### config.mk
export PLATFORM = sky130hd
export DESIGN_NAME = flow_sweeper
export DESIGN_NICKNAME = d
export VERILOG_FILES = /design/src/rtl/flow_sweep_pkg.sv /design/src/rtl/flow_age_cmp.sv /design/src/rtl/flow_sweep_idx.sv /design/src/rtl/flow_sweeper.sv
export SDC_FILE = /design/constraint.sdc
export NUM_CORES = 1
export LEC_CHECK = 0
export BUFFER_PORTS_ARGS = -buffer_cell sky130_fd_sc_hd__buf_2
export CAP_MARGIN = 20
export CORE_MARGIN = 4
export CORE_UTILIZATION = 55
export CTS_CLUSTER_DIAMETER = 30
export DETAILED_ROUTE_END_ITERATION = 10
export GPL_ROUTABILITY_DRIVEN = 0
export HOLD_SLACK_MARGIN = 0.02
export PLACE_DENSITY = 0.86
export SYNTH_ARGS = -nofsm -noshare
export SYNTH_HDL_FRONTEND = slang
export SYNTH_SLANG_ARGS = --single-unit
### constraint.sdc
create_clock -name clk -period 8.3 [get_ports clk]
set_clock_uncertainty 0.1 [all_clocks]
set_input_delay 0.415 -clock clk [delete_from_list [all_inputs] [get_ports clk]]
set_output_delay 0.415 -clock clk [all_outputs]
set_load 0.05 [all_outputs]
### src/rtl/flow_sweep_pkg.sv
package flow_sweep_pkg;
  typedef enum logic [1:0] {
    SW_READ  = 2'd0,
    SW_EVAL  = 2'd1,
    SW_HOLD  = 2'd2,
    SW_CLEAR = 2'd3
  } sweep_state_t;
endpackage

### src/rtl/flow_age_cmp.sv
// Wrap-safe age comparison: modular distance from stamp to now against a limit.
module flow_age_cmp #(
  parameter int TS_W = 16
) (
  input  logic [TS_W-1:0] now,
  input  logic [TS_W-1:0] stamp,
  input  logic [TS_W-1:0] limit,
  output logic            reached
);
  logic [TS_W-1:0] age;
  assign age     = now - stamp;
  assign reached = (age >= limit);
endmodule

### src/rtl/flow_sweep_idx.sv
// Scan pointer: advances on step, wraps from DEPTH-1 to 0.
module flow_sweep_idx #(
  parameter int DEPTH = 16,
  parameter int AW    = $clog2(DEPTH)
) (
  input  logic          clk,
  input  logic          rst,
  input  logic          step,
  output logic [AW-1:0] idx
);
  localparam logic [AW-1:0] LAST = AW'(DEPTH - 1);

  always_ff @(posedge clk) begin
    if (rst)       idx <= '0;
    else if (step) idx <= (idx == LAST) ? '0 : idx + 1'b1;
  end

  p_wrap_r2: assert property (@(posedge clk) disable iff (rst)
    (step && idx == LAST) |=> (idx == '0));
  p_hold_idx_r2: assert property (@(posedge clk) disable iff (rst)
    !step |=> $stable(idx));
endmodule

### src/rtl/flow_sweeper.sv
module flow_sweeper
  import flow_sweep_pkg::*;
#(
  parameter int DEPTH = 16,
  parameter int KEY_W = 16,
  parameter int TS_W  = 16,
  parameter int CNT_W = 16,
  localparam int AW       = $clog2(DEPTH),
  localparam int REC_W    = 1 + KEY_W + 2*TS_W + CNT_W
) (
  input  logic             clk,
  input  logic             rst,
  input  logic [TS_W-1:0]  now_ts,
  input  logic [TS_W-1:0]  idle_limit,
  input  logic [TS_W-1:0]  life_limit,
  output logic [AW-1:0]    tbl_addr,
  output logic             tbl_rd,
  input  logic [REC_W-1:0] tbl_rdata,
  output logic             tbl_we,
  output logic [REC_W-1:0] tbl_wdata,
  output logic             exp_valid,
  input  logic             exp_ready,
  output logic [REC_W-1:0] exp_rec
);
  localparam int BUSY_BIT = REC_W - 1;
  localparam int LAST_LO  = CNT_W;
  localparam int FIRST_LO = CNT_W + TS_W;
  localparam int N_AGE    = 2;

  sweep_state_t    state;
  logic [REC_W-1:0] hold_rec, wdata_q;
  logic            valid_q, we_q;
  logic            step, expire;
  logic [AW-1:0]   idx;

  // Age conditions: index 0 = inactivity, index 1 = lifetime
  logic [TS_W-1:0] stamp_sel [N_AGE];
  logic [TS_W-1:0] limit_sel [N_AGE];
  logic [N_AGE-1:0] hit;

  assign stamp_sel[0] = tbl_rdata[LAST_LO  +: TS_W];
  assign limit_sel[0] = idle_limit;
  assign stamp_sel[1] = tbl_rdata[FIRST_LO +: TS_W];
  assign limit_sel[1] = life_limit;

  for (genvar g = 0; g < N_AGE; g++) begin : g_age
    flow_age_cmp #(.TS_W(TS_W)) u_cmp (
      .now     (now_ts),
      .stamp   (stamp_sel[g]),
      .limit   (limit_sel[g]),
      .reached (hit[g])
    );
  end

  assign expire = tbl_rdata[BUSY_BIT] && (|hit);
  assign step   = ((state == SW_EVAL) && !expire) || (state == SW_CLEAR);

  flow_sweep_idx #(.DEPTH(DEPTH), .AW(AW)) u_idx (
    .clk  (clk),
    .rst  (rst),
    .step (step),
    .idx  (idx)
  );

  always_ff @(posedge clk) begin
    if (rst) begin
      state    <= SW_READ;
      valid_q  <= 1'b0;
      we_q     <= 1'b0;
      hold_rec <= '0;
      wdata_q  <= '0;
    end else begin
      case (state)
        SW_READ: state <= SW_EVAL;
        SW_EVAL: begin
          if (expire) begin
            hold_rec <= tbl_rdata;
            valid_q  <= 1'b1;
            state    <= SW_HOLD;
          end else begin
            state <= SW_READ;
          end
        end
        SW_HOLD: begin
          if (exp_ready) begin
            valid_q <= 1'b0;
            we_q    <= 1'b1;
            wdata_q <= {1'b0, hold_rec[BUSY_BIT-1:0]};
            state   <= SW_CLEAR;
          end
        end
        SW_CLEAR: begin
          we_q  <= 1'b0;
          state <= SW_READ;
        end
        default: state <= SW_READ;
      endcase
    end
  end

  assign tbl_addr  = idx;
  assign tbl_rd    = (state == SW_READ);
  assign tbl_we    = we_q;
  assign tbl_wdata = wdata_q;
  assign exp_valid = valid_q;
  assign exp_rec   = hold_rec;

  // stalled export freezes everything
  p_stall_r9: assert property (@(posedge clk) disable iff (rst)
    (exp_valid && !exp_ready) |=> (exp_valid && $stable(exp_rec) && $stable(tbl_addr) && !tbl_we && !tbl_rd));
  // a write only follows an accepted export
  p_we_after_accept_r8: assert property (@(posedge clk) disable iff (rst)
    tbl_we |-> $past(exp_valid && exp_ready));
  // written record is the exported one with busy dropped
  p_clear_busy_r8: assert property (@(posedge clk) disable iff (rst)
    tbl_we |-> (!tbl_wdata[BUSY_BIT] && tbl_wdata[BUSY_BIT-1:0] == $past(exp_rec[BUSY_BIT-1:0])));
  // only busy records leave the block
  p_export_busy_r7: assert property (@(posedge clk) disable iff (rst)
    exp_valid |-> exp_rec[BUSY_BIT]);
  // a free entry never raises an export
  p_free_silent_r3: assert property (@(posedge clk) disable iff (rst)
    (state == SW_EVAL && !tbl_rdata[BUSY_BIT]) |=> !exp_valid);
endmodule

==> results.rst, run 1 <==
.. list-table::
   :header-rows: 1

   * - Metric
     - Value
   * - Result of the run
     - finished, final reports clean
   * - Highest routed layer
     - met4
   * - Total power draw
     - 0.00205 W
   * - Leading cell type in the layout, fill and taps excluded
     - buf_2
   * - WP data required
     - 8.51 ns
   * - Cell count of the worst reg-to-reg path
     - 4
   * - Worst IR drop on VDD
     - 0.000196 V
   * - Starting Density
     - 56.4%
   * - Count of maximum capacitance violations
     - 0
   * - Netlist cell types
     - 47
   * - Cell depth of the worst hold path
     - 3
   * - Die outline width
     - 125 um
   * - Buffers from clock root to sink, at most
     - 2
   * - Antenna violations before repair
     - 2
   * - Destination of the worst register-to-register timing path
     - exp_valid$_SDFFE_PP0P_
   * - Post-synthesis instance area
     - 7530 um2
   * - Syn_nets
     - 1132
   * - Die Outline Area
     - 15600 um2
   * - Post-synthesis sequential area ratio
     - 36.4%
   * - Number of design rule violations left after detail routing
     - 0
   * - Synthesized-area fraction occupied by xor and xnor cells
     - 2.33%
   * - Global-route wire length before repair
     - 37100 um
   * - Final hold violation count
     - 0
   * - Compound-cell area share of the yosys netlist
     - 25.1%
   * - Commonest register cell after synthesis
     - dfxtp_1
   * - Average detailed-routed wire length per instance
     - 17.3 um
   * - Internal Pwr Total
     - 0.00139 W
   * - Slew @ Worst Pin
     - 0.988 ns
   * - Synthesized area divided by synthesized cell count
     - 7.92 um2
   * - Post-synthesis share of cell area spent on full adders, half adders and majority gates
     - 11.0%
   * - Net switching power figure
     - 0.000666 W
   * - Leakage power total
     - 4.38 nW
   * - I/O Buffers
     - 251
   * - Number of buffers added for setup after CTS
     - 0
   * - Relative slew slack
     - 34.1%
   * - Multiplexer share of the synthesized area
     - 0.266%
   * - Utilization after layout
     - 70.8%
   * - Clk network pwr share
     - 40.0%
   * - CTS-repair resized insts
     - 0
   * - Std cell rows
     - 42
   * - Async set-or-reset flop fraction in the synthesized netlist
     - 0%
   * - Post-synth EDFFs
     - 0
   * - Post-detailed-placement half-perimeter wirelength
     - 16400 um
   * - Fraction of layout instances using a drive strength above 1
     - 25.6%
   * - Portion of synthesized cell area occupied by the leading cell type
     - 36.4%
   * - DRT antenna net count
     - 0
   * - I/O pin count
     - 253
   * - Combinational share of power
     - 25.7%
   * - Clock tree from TritonCTS
     - built
   * - CP max FO
     - 67
   * - Launch point of the worst hold path
     - tbl_rdata[63]
   * - Hold Path Class
     - in2reg
   * - Initial DRC Count
     - 794
   * - Yosys warnings
     - 0
   * - Tot GR Track Use
     - 28.5%
   * - Worst Path Arrival
     - 5.23 ns
   * - Final period utilization
     - 60.5%
   * - Number of vias per cell
     - 5.90
   * - Final net count
     - 1337
   * - Pin count of the biggest net entering global routing
     - 98
   * - Total iterations of the first detailed-routing run
     - 6
   * - Critical Path Start Type
     - input pin
   * - Die height
     - 125 um
   * - Switch share
     - 32.4%
   * - Total global routing overflow
     - 0
   * - Setup-violating endpoint count in the final report
     - 0
   * - Gate Count Post-Synth
     - 951
   * - Synth area leaders
     - dfxtp_1 (36%), a21oi_1 (11%), ha_1 (10%), nand2_1 (7.3%), o31ai_1 (6.6%)
   * - Total power divided by cell area
     - 217 nW/um2
   * - Clock edge transition at the registers on the reported setup and hold paths
     - 0.06 ns
   * - Fmax
     - 199 MHz
   * - Routed met3 length
     - 2190 um
   * - P&R area growth vs syn
     - 25.6%
   * - Critical path capture point type
     - flip-flop
   * - Clock insertion delay at the later pin of the skew report
     - 0.40 ns
   * - Seq cells post-synth
     - 137
   * - Commonest cells after routing, fill and taps aside
     - buf_2 (250), a21oi_1 (160), nand2_1 (147), dfxtp_1 (136), inv_1 (75)
   * - Final count of pins violating max slew
     - 0
   * - Seq pwr share
     - 34.3%
   * - Simple-gate share of the synthesized area
     - 16.9%
   * - Most area-hungry cell type in the Yosys netlist
     - dfxtp_1
   * - Type of the setup path with the least slack
     - in2reg
   * - Minimum period implied by the final worst setup slack
     - 5.02 ns
   * - Num Clock Sinks
     - 137
   * - Met2 WL
     - 10800 um
   * - R2r setup slk
     - 6.03 ns
   * - Largest family of logic cells by synthesized area
     - compound AO/OA/AOI/OAI gates
   * - H-tree levels
     - 4
   * - Fillers
     - 1089
   * - Vias
     - 7938
   * - Hold path endpoint
     - exp_rec[63]$_SDFFE_PP0P_
   * - Clk root buf
     - clkbuf_16
   * - Accumulated negative setup slack
     - 0 ns
   * - RSZ-0062 raised after global routing
     - false
   * - Count of hold buffers inserted by post-cts repair
     - 0
   * - Clock buffers created by TritonCTS
     - 17
   * - Vias in the first global route
     - 7325
   * - Area of the placeable core
     - 13300 um2
   * - Total wire length
     - 23300 um
   * - WL met1
     - 9400 um
## through the flow
stage | instance area, um2 | setup WS [ns] | cells | hold WS, ns
floorplan | 7530 | 3.97 | 951 | 0.457
global placement | 8780 | 3.06 | 1312 | 0.337
detailed placement | 8780 | 2.97 | 1312 | 0.344
CTS | 9430 | 3.39 | 1342 | 0.165
global route | 9460 | 2.98 | 1345 | 0.177
finish | 9460 | 3.28 | 1345 | 0.174
## logic make-up after synthesis
family	Yosys count
AO/OA/AOI/OAI	304
AND/OR/NAND/NOR	272
buffers and inverters	150
flip-flops	137
adder cells (fa/ha/maj)	65
XOR/XNOR	20
multiplexers	2
other	1
## critical path: stages
cell,delay [ns]
buf_2,0.08
inv_1,0.05
ha_1,0.22
fa_1,0.40
nor2b_1,0.17
o31a_1,0.20
o211ai_1,0.12
a211o_1,0.31
a21o_1,0.20
and4_1,0.17
a311o_1,0.32
ha_1,0.30
nand4_1,0.10
nor3_1,0.28
inv_1,0.07
o311ai_1,0.57
a211o_2,0.19
buf_4,0.55
nand3_1,0.22
a211oi_1,0.26
## sequential cells by signal, indices dropped and copies added (netlist names), named ones only
signal     flops
state          1
u_idx.idx      4
tbl_we         1
tbl_wdata     64
exp_valid      1
exp_rec       65
## area by class of cell
class,instances,area [um2],share of cell area (%)
Multi-Input combinational cell,664,4220,44.6
Sequential cell,137,2740,29.0
Timing Repair Buffer,260,1340,14.2
Clock buffer,19,453,4.79
Inverter,76,285,3.02
Tap cell,176,220,2.33
Clock inverter,11,194,2.05
Antenna cell,2,5.00,0.0529
## synthesized netlist by cell type (3+ instances only)
cell	instances
a21oi_1	160
nand2_1	147
dfxtp_1	137
inv_1	76
nand4_1	69
o31ai_1	66
ha_1	63
clkbuf_1	55
nor2_1	20
a21o_1	17
xnor2_1	16
o21a_1	13
o21ai_0	13
nor3_1	8
buf_1	7
buf_4	7
nand2b_1	7
nor2b_1	6
buf_2	5
nand3_1	5
a211o_1	4
o31a_1	4
xor2_1	4
a2111oi_0	3
a211oi_1	3
a31oi_1	3
and3_1	3
## routing by layer
layer	vias up	GRT usage, %
li1	3805	-
met3	62	7.29
met4	0	11.0
met2	405	44.7
met1	3666	38.0
met5	-	0
## power by group through the flow
stage                     clock, W  sequential (W)  combinational, W
final                     0.000822        0.000704          0.000528
after global placement           0        0.000717          0.000512
after floorplan                  0        0.000790          0.000315
after CTS                 0.000830        0.000704          0.000520
after global routing      0.000863        0.000707          0.000575
after detailed placement         0        0.000717          0.000517
## worst max-delay path by stage
stage | slack (ns) | startpoint | cells after the start | endpoint
after detailed placement | 2.97 | now_ts[0] | 20 | exp_valid$_SDFFE_PP0P_
after CTS | 3.39 | now_ts[0] | 20 | exp_valid$_SDFFE_PP0P_
final | 3.28 | now_ts[0] | 20 | exp_valid$_SDFFE_PP0P_
after floorplan | 3.97 | now_ts[0] | 20 | exp_rec[55]$_SDFFE_PP0P_
after global routing | 2.98 | tbl_rdata[33] | 19 | u_idx.idx[2]$_SDFFE_PP0P_
after global placement | 3.06 | now_ts[0] | 20 | exp_valid$_SDFFE_PP0P_
No activity file was read; power rests on OpenSTA's default activity.
==> run 2: changes to the inputs <==
ABC_AREA = 1   (was unset)
CORE_UTILIZATION = 46   (was 55)
PLACE_DENSITY = 0.77   (was 0.86)
clock period = 4 ns   (was 8.3 ns; I/O delays follow)
==> run 2 against run 1 <==
Compared with the run above: final cell count increased by 15%; total power increased by 110%; via count decreased by 2.2%; sequential share of layout area decreased by 1.5 points; sequential power increased by 120%; wire length decreased by 2.9%; combinational power increased by 150%.
==> results.rst, run 2 <==
.. list-table::
   :header-rows: 1

   * - Metric
     - Value
   * - Number of vias per cell
     - 5.02 (-15%)
   * - Critical-path top delay cell
     - dlygate4sd3_1
   * - Die outline width
     - 134 um (+7.1%)
   * - Worst IR drop on VDD
     - 0.000276 V (+41%)
   * - Clk root buf
     - clkbuf_16
   * - P&R area growth vs syn
     - 36.5%
   * - Critical path capture point type
     - flip-flop
   * - Fraction of layout instances using a drive strength above 1
     - 22.5% (-3.1 points)
   * - Post-synthesis sequential area ratio
     - 37.6% (+1.2 points)
   * - Launch point of the worst hold path
     - tbl_rdata[17]
   * - WP data required
     - 4.16 ns (-4.35 ns)
   * - Most common cell type on the critical path
     - nand2_1
   * - Number of buffers added for setup after CTS
     - 0 (unchanged)
   * - Area of all placed cells without fillers
     - 9960 um2 (+5.3%)
   * - Synthesized area divided by synthesized cell count
     - 7.11 um2 (-10%)
   * - Most area-hungry cell type in the Yosys netlist
     - dfxtp_1
   * - Cell count of the worst reg-to-reg path
     - 5 (+1)
   * - CP max FO
     - 27 (-60%)
   * - Multiplexer share of the synthesized area
     - 0% (-0.27 points)
   * - Total wire length
     - 22700 um (-2.9%)
   * - Area of the placeable core
     - 15400 um2 (+15%)
   * - Minimum period implied by the final worst setup slack
     - 3.77 ns
   * - Placed Area
     - 8730 um2 (-0.58%)
   * - Post-detailed-placement half-perimeter wirelength
     - 16000 um (-2.4%)
   * - Clock edge transition at the registers on the reported setup and hold paths
     - 0.05 ns (about the same)
   * - Most frequent cells after synthesis
     - nand2_1 (196), nor2_1 (147), inv_1 (144)
   * - Series of cell instances along the critical path
     - dlygate4sd3_1, buf_2, fa_1, o21ai_0, a21boi_0, o21ai_0, a21oi_1, xor2_1, ha_1, nand2_1, inv_1, nand2_1, a21oi_1, nor2_2, nand3_4, buf_6, nand2_1, nand2_1, nand2_1, nand2_1, nor2_1
   * - Synthesized-area fraction occupied by xor and xnor cells
     - 3.84% (+1.5 points)
   * - Std cell rows
     - 45 (+7.1%)
   * - Total iterations of the first detailed-routing run
     - 5 (-1)
   * - Buffers from clock root to sink, at most
     - 2 (unchanged)
   * - Hold path endpoint
     - exp_rec[17]$_SDFFE_PP0P_
   * - Simple-gate share of the synthesized area
     - 22.7% (+5.8 points)
   * - Vias
     - 7763 (-2.2%)
   * - Most frequent cell after synthesis
     - nand2_1
   * - Worst Path Arrival
     - 3.93 ns (-1.30 ns)
   * - Hold Path Class
     - in2reg
   * - I/O Buffers
     - 251 (unchanged)
   * - Gate Count Post-Synth
     - 1026 (+7.9%)
   * - Post-synth EDFFs
     - 0 (unchanged)
   * - RSZ-0062 raised after global routing
     - false
   * - Synth area leaders
     - dfxtp_1 (38%), ha_1 (11%), nand2_1 (10%), nor2_1 (7.6%), inv_1 (7.4%)
   * - Antenna violations before repair
     - 0 (-2)
   * - Setup-violating endpoint count in the final report
     - 0 (unchanged)
   * - Final net count
     - 1505 (+13%)
   * - H-tree levels
     - 4 (unchanged)
   * - Commonest register cell after synthesis
     - dfxtp_1
   * - Leakage power total
     - 5.49 nW (+25%)
   * - Commonest cells after routing, fill and taps aside
     - buf_2 (251), nand2_1 (196), nor2_1 (145), inv_1 (143), dfxtp_1 (137)
   * - Type of the setup path with the least slack
     - in2reg
   * - Clock tree from TritonCTS
     - built
   * - Largest register FFs
     - 65 (unchanged)
   * - Accumulated negative setup slack
     - 0 ns (unchanged)
   * - Vias in the first global route
     - 7407 (+1.1%)
   * - Final hold violation count
     - 0 (unchanged)
   * - Total power divided by cell area
     - 438 nW/um2 (+100%)
   * - Leading cell type in the layout, fill and taps excluded
     - buf_2
   * - Result of the run
     - finished, final reports clean
   * - Yosys warnings
     - 0 (unchanged)
   * - Num Clock Sinks
     - 137 (unchanged)
   * - Seq cells post-synth
     - 137 (unchanged)
   * - Async set-or-reset flop fraction in the synthesized netlist
     - 0% (unchanged)
   * - DRT antenna net count
     - 0 (unchanged)
   * - Count of buffering cells on the critical path with inverters included
     - 4 (unchanged)
   * - Clock buffers created by TritonCTS
     - 17 (unchanged)
   * - Count of maximum capacitance violations
     - 0 (unchanged)
   * - Netlist cell types
     - 30 (-36%)
   * - Critical Path Start Type
     - input pin
   * - Utilization after layout
     - 64.8% (-6.1 points)
   * - Final count of pins violating max slew
     - 0 (unchanged)
   * - Slew @ Worst Pin
     - 0.938 ns (-0.0502 ns)
   * - I/O pin count
     - 253 (unchanged)
   * - RR Startpoint
     - state[0]$_SDFFE_PP0P_
   * - Destination of the worst register-to-register timing path
     - tbl_wdata[48]$_SDFFE_PP0P_
   * - Starting Density
     - 47.5% (-9.0 points)
   * - Die Outline Area
     - 17900 um2 (+15%)
   * - Largest family of logic cells by synthesized area
     - simple AND/OR/NAND/NOR gates
   * - Pin count of the biggest net entering global routing
     - 65 (-34%)
   * - R2r setup slk
     - 1.62 ns (-4.41 ns)
   * - Final period utilization
     - 94.3%
   * - Portion of synthesized cell area occupied by the leading cell type
     - 37.6% (+1.2 points)
   * - Die height
     - 134 um (+7.1%)
   * - Post-synthesis share of cell area spent on full adders, half adders and majority gates
     - 11.4% (+0.35 points)
   * - Compound-cell area share of the yosys netlist
     - 13.7% (-11 points)
   * - Fmax
     - 265 MHz
   * - Initial DRC Count
     - 363 (-54%)
   * - Global-route wire length before repair
     - 35400 um (-4.7%)
   * - Relative slew slack
     - 37.3% (+3.2 points)
   * - Tot GR Track Use
     - 24.1% (-4.4 points)
   * - Post-synthesis instance area
     - 7290 um2 (-3.1%)
   * - Syn_nets
     - 1207 (+6.6%)
   * - Antenna cell count
     - 0 (-2)
   * - Cell depth of the worst hold path
     - 3 (unchanged)
   * - Total global routing overflow
     - 0 (unchanged)
   * - Average detailed-routed wire length per instance
     - 14.7 um (-15%)
   * - Number of design rule violations left after detail routing
     - 0 (unchanged)
   * - Crit-path max cell delay
     - 0.53 ns (-0.04 ns)
   * - Crit-path leading delay family
     - compound AO/OA/AOI/OAI gates
   * - Clock insertion delay at the later pin of the skew report
     - 0.40 ns (about the same)
run 2: cell count changes after synthesis, moves of 49 or more:
cell,delta
a21oi_1,-56
inv_1,+68
nand2_1,+49
nor2_1,+127
o21ai_0,+64
o31ai_1,-66
run 2: report_power, final:
part           switching (W)  internal, W  leakage [nW]  total (W)
clock network       0.000583     0.000944         0.277    0.00153
registers          0.0000580      0.00146          1.11    0.00152
logic               0.000893     0.000422          4.10    0.00132
run 2: tightest hold or removal path, delay by kind of cell:
family,cells,cell delay (ns)
buffers and inverters,1,0.15
and+or+nand+nor,2,0.17
run 2: worst max-delay path by stage:
stage / from / end / slack (ns) / cells past startpoint
detailed placement: now_ts[0] / u_idx.idx[3]$_SDFFE_PP0P_ / 0.11 / 22
CTS: tbl_rdata[16] / u_idx.idx[3]$_SDFFE_PP0P_ / 0.07 / 22
global placement: now_ts[0] / u_idx.idx[3]$_SDFFE_PP0P_ / 0.21 / 22
global route: tbl_rdata[16] / u_idx.idx[2]$_SDFFE_PP0P_ / 0.003 / 22
finish: tbl_rdata[33] / u_idx.idx[3]$_SDFFE_PP0P_ / 0.23 / 21
floorplan: now_ts[0] / exp_rec[43]$_SDFFE_PP0P_ / 0.67 / 22
run 2: kinds of logic (layout without fill, tap and decap cells):
logic type                 count (synthesis)  count (layout)
xor gates and xnor gates                  32              32
AOI/OAI and AO/OA                        194             194
buffers and inverters                    193             501
and+or+nand+nor                          404             405
other                                      1               1
DFF                                      137             137
adders and majority gates                 65              65
run 2: routing by layer:
metal  global-route usage (%)  vias up  share of wire (%)
met5                        0        -                  0
met4                     7.54        0                2.0
met3                     6.00       38                7.8
met2                     42.4      296                 48
met1                     28.9     3558                 42
li1                         -     3871                  -
run 2: layout make-up:
type / count / area (um2)
fill: 1344 / 5410
multi-input combinational: 697 / 3800
sequential: 137 / 2740
timing repair buffer: 326 / 2030
inverter: 145 / 544
clock buffer: 19 / 453
tap: 211 / 264
clock inverter: 11 / 124
run 2: what timing repair did:
item / CTS / global route
endpoints found under the hold margin: 63 / 0
resized for setup: 0 / 7
hold buffers: 63 / 0
setup endpoints to repair: 0 / 70
run 2: through the flow:
stage	std cells	power (W)	hold slack [ns]	worst slack, ns
2_1_floorplan	1026	0.00246	0.235	0.669
3_3_place_gp	1452	0.00277	0.323	0.211
3_5_place_dp	1452	0.00279	0.328	0.109
4_1_cts	1545	0.00437	0.0390	0.0683
5_1_grt	1546	0.00459	0.0678	0.00308
6_report	1546	0.00436	0.0579	0.228
